## src/rtl/gcg_pkg.sv

```systemverilog
package gcg_pkg;
  localparam int ADDR_W = 12;
  localparam int DATA_W = 32;
  localparam int PORT_W = 8;

  localparam logic [ADDR_W-1:0] OFS_ALT    = 12'h420;
  localparam logic [ADDR_W-1:0] OFS_LOCK   = 12'h520;
  localparam logic [ADDR_W-1:0] OFS_COMMIT = 12'h524;

  localparam logic [DATA_W-1:0] UNLOCK_KEY = 32'h0ACC_E551;

  // Merge new bits into old ones where the enable mask is 1.
  function automatic logic [PORT_W-1:0] masked_merge(
    input logic [PORT_W-1:0] old_v,
    input logic [PORT_W-1:0] new_v,
    input logic [PORT_W-1:0] en);
    return (old_v & ~en) | (new_v & en);
  endfunction

  // Only an exact full-width match counts as the key.
  function automatic logic key_match(input logic [DATA_W-1:0] v);
    return v == UNLOCK_KEY;
  endfunction
endpackage

```

## src/rtl/gcg_decode.sv

```systemverilog
module gcg_decode
  import gcg_pkg::*;
(
  input  logic [ADDR_W-1:0] addr,
  input  logic              wr,
  output logic              hit_lock,
  output logic              hit_commit,
  output logic              hit_alt,
  output logic              wr_lock,
  output logic              wr_commit,
  output logic              wr_alt
);
  always_comb begin
    hit_lock   = (addr == OFS_LOCK);
    hit_commit = (addr == OFS_COMMIT);
    hit_alt    = (addr == OFS_ALT);
    wr_lock    = wr && hit_lock;
    wr_commit  = wr && hit_commit;
    wr_alt     = wr && hit_alt;
  end
endmodule

```

## src/rtl/gcg_key_lock.sv

```systemverilog
module gcg_key_lock
  import gcg_pkg::*;
(
  input  logic              clk,
  input  logic              rst,
  input  logic              wr_lock,
  input  logic [DATA_W-1:0] wdata,
  output logic              locked
);
  always_ff @(posedge clk) begin
    if (rst)          locked <= 1'b1;
    else if (wr_lock) locked <= !key_match(wdata);
  end
endmodule

```

## src/rtl/gcg_masked_reg.sv

```systemverilog
module gcg_masked_reg #(
  parameter int           W     = 8,
  parameter logic [W-1:0] RST_V = '0
) (
  input  logic         clk,
  input  logic         rst,
  input  logic         we,
  input  logic [W-1:0] mask,
  input  logic [W-1:0] wdata,
  output logic [W-1:0] q
);
  always_ff @(posedge clk) begin
    if (rst)     q <= RST_V;
    else if (we) q <= (q & ~mask) | (wdata & mask);
  end
endmodule

```

## src/rtl/gpio_commit_guard.sv

```systemverilog
module gpio_commit_guard
  import gcg_pkg::*;
(
  input  logic              clk,
  input  logic              rst,
  input  logic [ADDR_W-1:0] bus_addr,
  input  logic              bus_wr,
  input  logic [DATA_W-1:0] bus_wdata,
  output logic [DATA_W-1:0] bus_rdata,
  output logic [PORT_W-1:0] alt_sel
);
  localparam int PAD_W = DATA_W - PORT_W;

  logic hit_lock, hit_commit, hit_alt;
  logic wr_lock, wr_commit, wr_alt;
  logic locked;
  logic commit_we;
  logic [PORT_W-1:0] commit_q;
  logic [PORT_W-1:0] alt_q;

  gcg_decode u_dec (
    .addr(bus_addr), .wr(bus_wr),
    .hit_lock(hit_lock), .hit_commit(hit_commit), .hit_alt(hit_alt),
    .wr_lock(wr_lock), .wr_commit(wr_commit), .wr_alt(wr_alt)
  );

  gcg_key_lock u_lock (
    .clk(clk), .rst(rst), .wr_lock(wr_lock), .wdata(bus_wdata), .locked(locked)
  );

  assign commit_we = wr_commit && !locked;

  gcg_masked_reg #(.W(PORT_W), .RST_V({PORT_W{1'b1}})) u_commit (
    .clk(clk), .rst(rst), .we(commit_we), .mask({PORT_W{1'b1}}),
    .wdata(bus_wdata[PORT_W-1:0]), .q(commit_q)
  );

  gcg_masked_reg #(.W(PORT_W), .RST_V('0)) u_alt (
    .clk(clk), .rst(rst), .we(wr_alt), .mask(commit_q),
    .wdata(bus_wdata[PORT_W-1:0]), .q(alt_q)
  );

  assign alt_sel = alt_q;

  always_comb begin
    bus_rdata = '0;
    if (hit_lock)        bus_rdata = {{(DATA_W-1){1'b0}}, locked};
    else if (hit_commit) bus_rdata = {{PAD_W{1'b0}}, commit_q};
    else if (hit_alt)    bus_rdata = {{PAD_W{1'b0}}, alt_q};
  end
endmodule

```

## config.mk

```make
export PLATFORM = sky130hd
export DESIGN_NAME = gpio_commit_guard
export DESIGN_NICKNAME = d
export VERILOG_FILES = /design/src/rtl/gcg_pkg.sv /design/src/rtl/gcg_decode.sv /design/src/rtl/gcg_key_lock.sv /design/src/rtl/gcg_masked_reg.sv /design/src/rtl/gpio_commit_guard.sv
export SDC_FILE = /design/constraint.sdc
export NUM_CORES = 1
export LEC_CHECK = 0
export ABC_CLOCK_PERIOD_IN_PS = 4000
export BUFFER_PORTS_ARGS = -buffer_cell sky130_fd_sc_hd__buf_4
export CAP_MARGIN = 20
export CELL_PAD_IN_SITES_DETAIL_PLACEMENT = 0
export CELL_PAD_IN_SITES_GLOBAL_PLACEMENT = 1
export CORE_ASPECT_RATIO = 0.9
export CORE_MARGIN = 1
export CORE_UTILIZATION = 31
export CTS_BUF_LIST = sky130_fd_sc_hd__clkbuf_2 sky130_fd_sc_hd__clkbuf_4 sky130_fd_sc_hd__clkbuf_8
export DETAILED_ROUTE_END_ITERATION = 6
export HOLD_SLACK_MARGIN = 0.12
export PLACE_DENSITY_LB_ADDON = 0.1
export SETUP_SLACK_MARGIN = 0.02
export SYNTH_ARGS = -nofsm -noshare
export SYNTH_HDL_FRONTEND = slang
export SYNTH_HIERARCHICAL = 1
export SYNTH_SLANG_ARGS = --single-unit
```

## constraint.sdc

```tcl
create_clock -name clk -period 4 [get_ports clk]
set_clock_uncertainty 0.15 [all_clocks]
set_input_delay 0.2 -clock clk [delete_from_list [all_inputs] [get_ports clk]]
set_output_delay 0.2 -clock clk [all_outputs]
set_load 0.01 [all_outputs]
```

-- Word level (Yosys, flattened, before mapping)
Index checks and enable logic that the tools add are counted.
- register bits after elaboration: 17
- logic and storage cells: 20
- eq/ne operators: 4
- muxes and demuxes: 3
- bitwise gates (word level): 4
- reduce and logical (&&, ||, !) cells: 6
- operators with widths (cell ; number):
    == test 12 x 11 -> 1 bit, second input constant ; 3
    == test 32 x 28 -> 1 bit, second input constant ; 1
    two-way mux 8 bit ; 3
    AND 8 bit ; 2
    inverter 8 bit ; 1
    bitwise OR 8 bit ; 1
    logical AND 1 bit ; 4
    zero test 1 bit ; 2

-- Longest topological paths before layout
- depth after elaboration: 4
- depth in mapped cells: 7
- depth with buffers taken out: 6

-- Modules after synthesis
The synthesis kept the hierarchy.
- by module, submodules not included (module ; times used ; cells each ; area each (sq um) ; sequential area each (sq um)):
    gpio_commit_guard ; 1 ; 55 ; 352.8 ; 0.0
    gcg_masked_reg (u_alt) ; 1 ; 35 ; 346.6 ; 160.2
    gcg_masked_reg (u_commit) ; 1 ; 26 ; 322.8 ; 160.2
    gcg_key_lock ; 1 ; 14 ; 123.9 ; 20.0
    gcg_decode ; 1 ; 17 ; 113.9 ; 0.0

-- Worst setup path before layout
Ideal clock, no wire load.
- path kind: in2out
- from: input port bus_addr[1]
- to: output port bus_rdata[0]
- data arrival time: 1903 ps
- required time: 3650 ps
- path slack: 1747 ps
- stages: 6
- buffers on the path: 2
- cells stage by stage: or4_1 > buf_2 > nor4_1 > buf_6 > a21oi_1 > a21oi_1
- RTL lines (item ; line ; text):
    from (decl) ; gpio_commit_guard.sv:6 ; input logic [ADDR_W-1:0] bus_addr,
    == test 12 x 11 -> 1 bit ; gcg_decode.sv:15 ; hit_commit = (addr == OFS_COMMIT);
    via hit_commit ; gpio_commit_guard.sv:14 ; logic hit_lock, hit_commit, hit_alt;
    two-way mux 8 bit ; gpio_commit_guard.sv:48 ; else if (hit_commit) bus_rdata = {{PAD_W{1'b0}}, commit_q};
    two-way mux 8 bit ; gpio_commit_guard.sv:47 ; if (hit_lock) bus_rdata = {{(DATA_W-1){1'b0}}, locked};
    to (decl) ; gpio_commit_guard.sv:9 ; output logic [DATA_W-1:0] bus_rdata,
The timed path passes the listed nets, and every way through them passes these cells.

-- Final worst setup path
- from: input port bus_addr[1]
- to: output port bus_rdata[3]
- longest elaborated chain between the ends: 4
- RTL lines (item ; line ; text):
    == test 12 x 11 -> 1 bit ; gcg_decode.sv:16 ; hit_alt = (addr == OFS_ALT);
    via hit_alt ; gpio_commit_guard.sv:14 ;
    two-way mux 8 bit ; gpio_commit_guard.sv:49 ; else if (hit_alt) bus_rdata = {{PAD_W{1'b0}}, alt_q};
    two-way mux 8 bit ; gpio_commit_guard.sv:48 ;
    two-way mux 8 bit ; gpio_commit_guard.sv:47 ;
The timed path passes the listed nets, and every way through them passes these cells.

==> results.py <==
metrics = {
    "die": {
        "row_count": 21,
        "die_h_microns": 62.48,
        "core_sq_um": 3810,
        "die_area_sq_um": 4324,
        "ioPinCount": 87,
        "start_util": 0.3307,
        "die_w_microns": 69.20,
    },
    "route": {
        "antenna_left": 0,
        "wl_per_cell_microns": 12.33,
        "wl_mm": 3.415,
        "drtIter0Drc": 44,
        "vias": 1270,
        "via_per_inst": 4.585,
        "drt_first_pass_iters": 4,
        "drc_errors": 0,
    },
    "grt": {
        "globalRouteMet2Util": 0.2573,
        "grt_pass1_wl_mm": 5.802,
        "overflow": 0,
        "grt_pass1_vias": 1158,
        "antenna_found_initial": 0,
        "grt_usage": 0.1637,
        "use_met3": 0.04032,
        "top_usage_layer": "met2",
        "grt_use_met1": 0.2283,
        "grt_max_degree": 19,
    },
    "place": {
        "gp_congestion": 0.7791,
        "io_buffers": 62,
        "place_ws_ns": 1.377,
        "dp_hpwl_mm": 2.639,
    },
    "power": {
        "max-vdd-ir-drop_mv": 0.2328,
        "power_w": 0.0003630,
        "p_per_area_nw_per_um2": 195.5,
        "power_leakage_nw": 0.8130,
    },
    "timing": {
        "fin_crit_sh": 0.6558,
        "final.setup.tns_ns": 0,
        "rsz0062_at_grt": "no",
        "tightest_slew_ns": 0.8165,
        "fin_crit_ns": 2.623,
        "timing.hold.ws_ns": 0.1739,
        "slew-limit-headroom": 0.4542,
        "setup_viol_count_final": 0,
        "max_freq_ghz": 0.3812,
        "setup_slack_ns": 1.377,
        "final_hold_viol_count": 0,
        "drv_slew": 0,
    },
    "worst_setup_path": {
        "path_depth": 6,
        "cp_cell_sequence": "buf_4 > or4_1 > nor4b_2 > nand3b_1 > a21oi_1 > buf_4",
        "crit_type": "input port to output port",
        "critical_path_required_ns": 3.65,
        "path_max_fanout": 8,
        "start_kind": "input port",
        "crit_top_cell": "buf_4",
        "reg2regPathDepth": 4,
        "crit_slowest_cell": "nor4b_2",
        "critPathTopFamily": "simple AND/OR/NAND/NOR gates",
        "cp.arrival_ns": 2.27,
        "cp-end-kind": "output port",
        "slowest_delay_ns": 0.79,
        "cp_num_buf_inv": 2,
    },
    "cts": {
        "cts.sinks": 17,
        "htree_levels": 1,
        "numCtsBuffers": 3,
        "cts.clk_slew.worst_paths_ns": 0.06,
        "clock_latency_ns": 0.25,
        "clk_path_buf_depth": 2,
        "tritoncts": "built",
        "clockRootBuffer": "clkbuf_8",
        "cts_resized": 0,
    },
    "logic_synthesis": {
        "ys_types": 32,
        "syn_inst": 147,
        "yosys.area_share.simple": 0.2691,
        "synth_top_family_by_area": "simple AND/OR/NAND/NOR gates",
        "yosysSeqAreaShare": 0.2701,
        "synth_area_sq_um": 1260,
        "post_synth_xor_area_fraction": 0,
        "synth_warnings": 6,
        "synth-compound-area-share": 0.2522,
        "synth.area.mux_share": 0,
        "yosys_register_bits": 17,
        "syn-mean-instance-area_sq_um": 8.571,
        "synthAdderAreaFrac": 0,
    },
    "cells_and_area": {
        "utilization": 0.4874,
        "diodes": 0,
        "fin_nets": 279,
        "area_growth_pct": 47.37,
        "final_layout_size_suffix_gt1_frac": 0.3506,
    },
    "hold_path": {
        "holdPathStages": 4,
        "min_path_type": "input port to register",
    },
    "flow_run": {
        "drv_cap": 0,
    },
    "status": {
        "outcome": "completed",
    },
}
==> kinds of logic after synthesis <==
group | Yosys count
buffers and inverters | 35
and+or+nand+nor | 51
AOI/OAI and AO/OA | 42
DFF | 17
other | 2
==> Yosys cell counts, drive strengths merged <==
cell    instances  area [sq um]
nand3           8         40.04
nor2            1         3.750
nor4            6         37.54
nor3            2         10.01
nand2b          2         12.51
inv             1         3.750
nand4           1         6.260
nor4bb          2         20.02
nand3b          8         60.06
buf            32         242.7
nor4b           3         32.53
a311o           8         80.08
a21oi          18         90.09
conb            2         7.510
or3b            1         8.760
a21boi          8         67.56
or4bb           1         11.26
nand2           8         30.03
or4b            2         20.02
nor2b           2         12.51
or4             1         7.510
dfxtp          17         340.3
clkbuf          2         8.750
a21bo           8         80.08
nand4b          3         26.28
==> worst paths after layout <==
path / start / to / slack, ns
hold / removal: bus_wdata[20] / u_lock/locked / 0.17
hold reg to reg: register / register / 0.37
setup / recovery: bus_addr[1] / bus_rdata[3] / 1.38
setup reg to reg: u_lock/locked / register / 2.67
==> power by group <==
part	internal (W)	total (W)	leakage, nW	switching [W]
combinational	0.0000391	0.0000684	0.650	0.0000293
clock	0.0000689	0.000125	0.0255	0.0000564
sequential	0.000169	0.000169	0.137	0.00000000611
==> stage by stage <==
step,instance area [sq um],instances
global route,1857,277
CTS,1857,277
floorplan,1403,185
detailed placement,1710,263
finish,1857,277
global placement,1710,263
==> layout by cell type (no fill, tap or decap), types with 3 or more instances in the layout <==
cell	netlist	routed
buf_4	24	66
conb_1	2	40
a21oi_1	18	18
dfxtp_1	17	17
dlygate4sd3_1	0	10
nand2_1	8	8
nand3b_1	8	8
nand3_1	8	8
a311o_1	8	8
a21bo_2	6	6
a21boi_0	6	6
nor4_1	6	5
clkbuf_8	0	3
nand4b_1	3	3
==> final cells by class <==
type                       instances  area, sq um
clock buffer                       3        41.29
clock inverter                     1        5.005
fill                             362         1953
inverter                           1        3.754
multi-input combinational        133        813.3
sequential                        17        340.3
tap                               46        57.56
timing repair buffer              76        595.6
==> worst register-to-register path, cell delays in order (launching register included) <==
cell and delay, ns:
dfxtp_1 0.32, nor2b_1 0.12, buf_4 0.22, a21boi_0 0.11
a311o_1 0.32
==> timing repair <==
action	4_1_cts	5_1_grt
hold endpoints to repair	17	0
hold buffers	10	0
endpoints found under the setup margin	0	0
setup buffers	0	0
==> routing by layer <==
layer | vias to the layer above | share of wire
met5 | - | 0
met4 | 0 | 0.015
met3 | 4 | 0.063
met2 | 52 | 0.45
met1 | 562 | 0.47
li1 | 652 | -
Power figures use the tool's default switching activity.
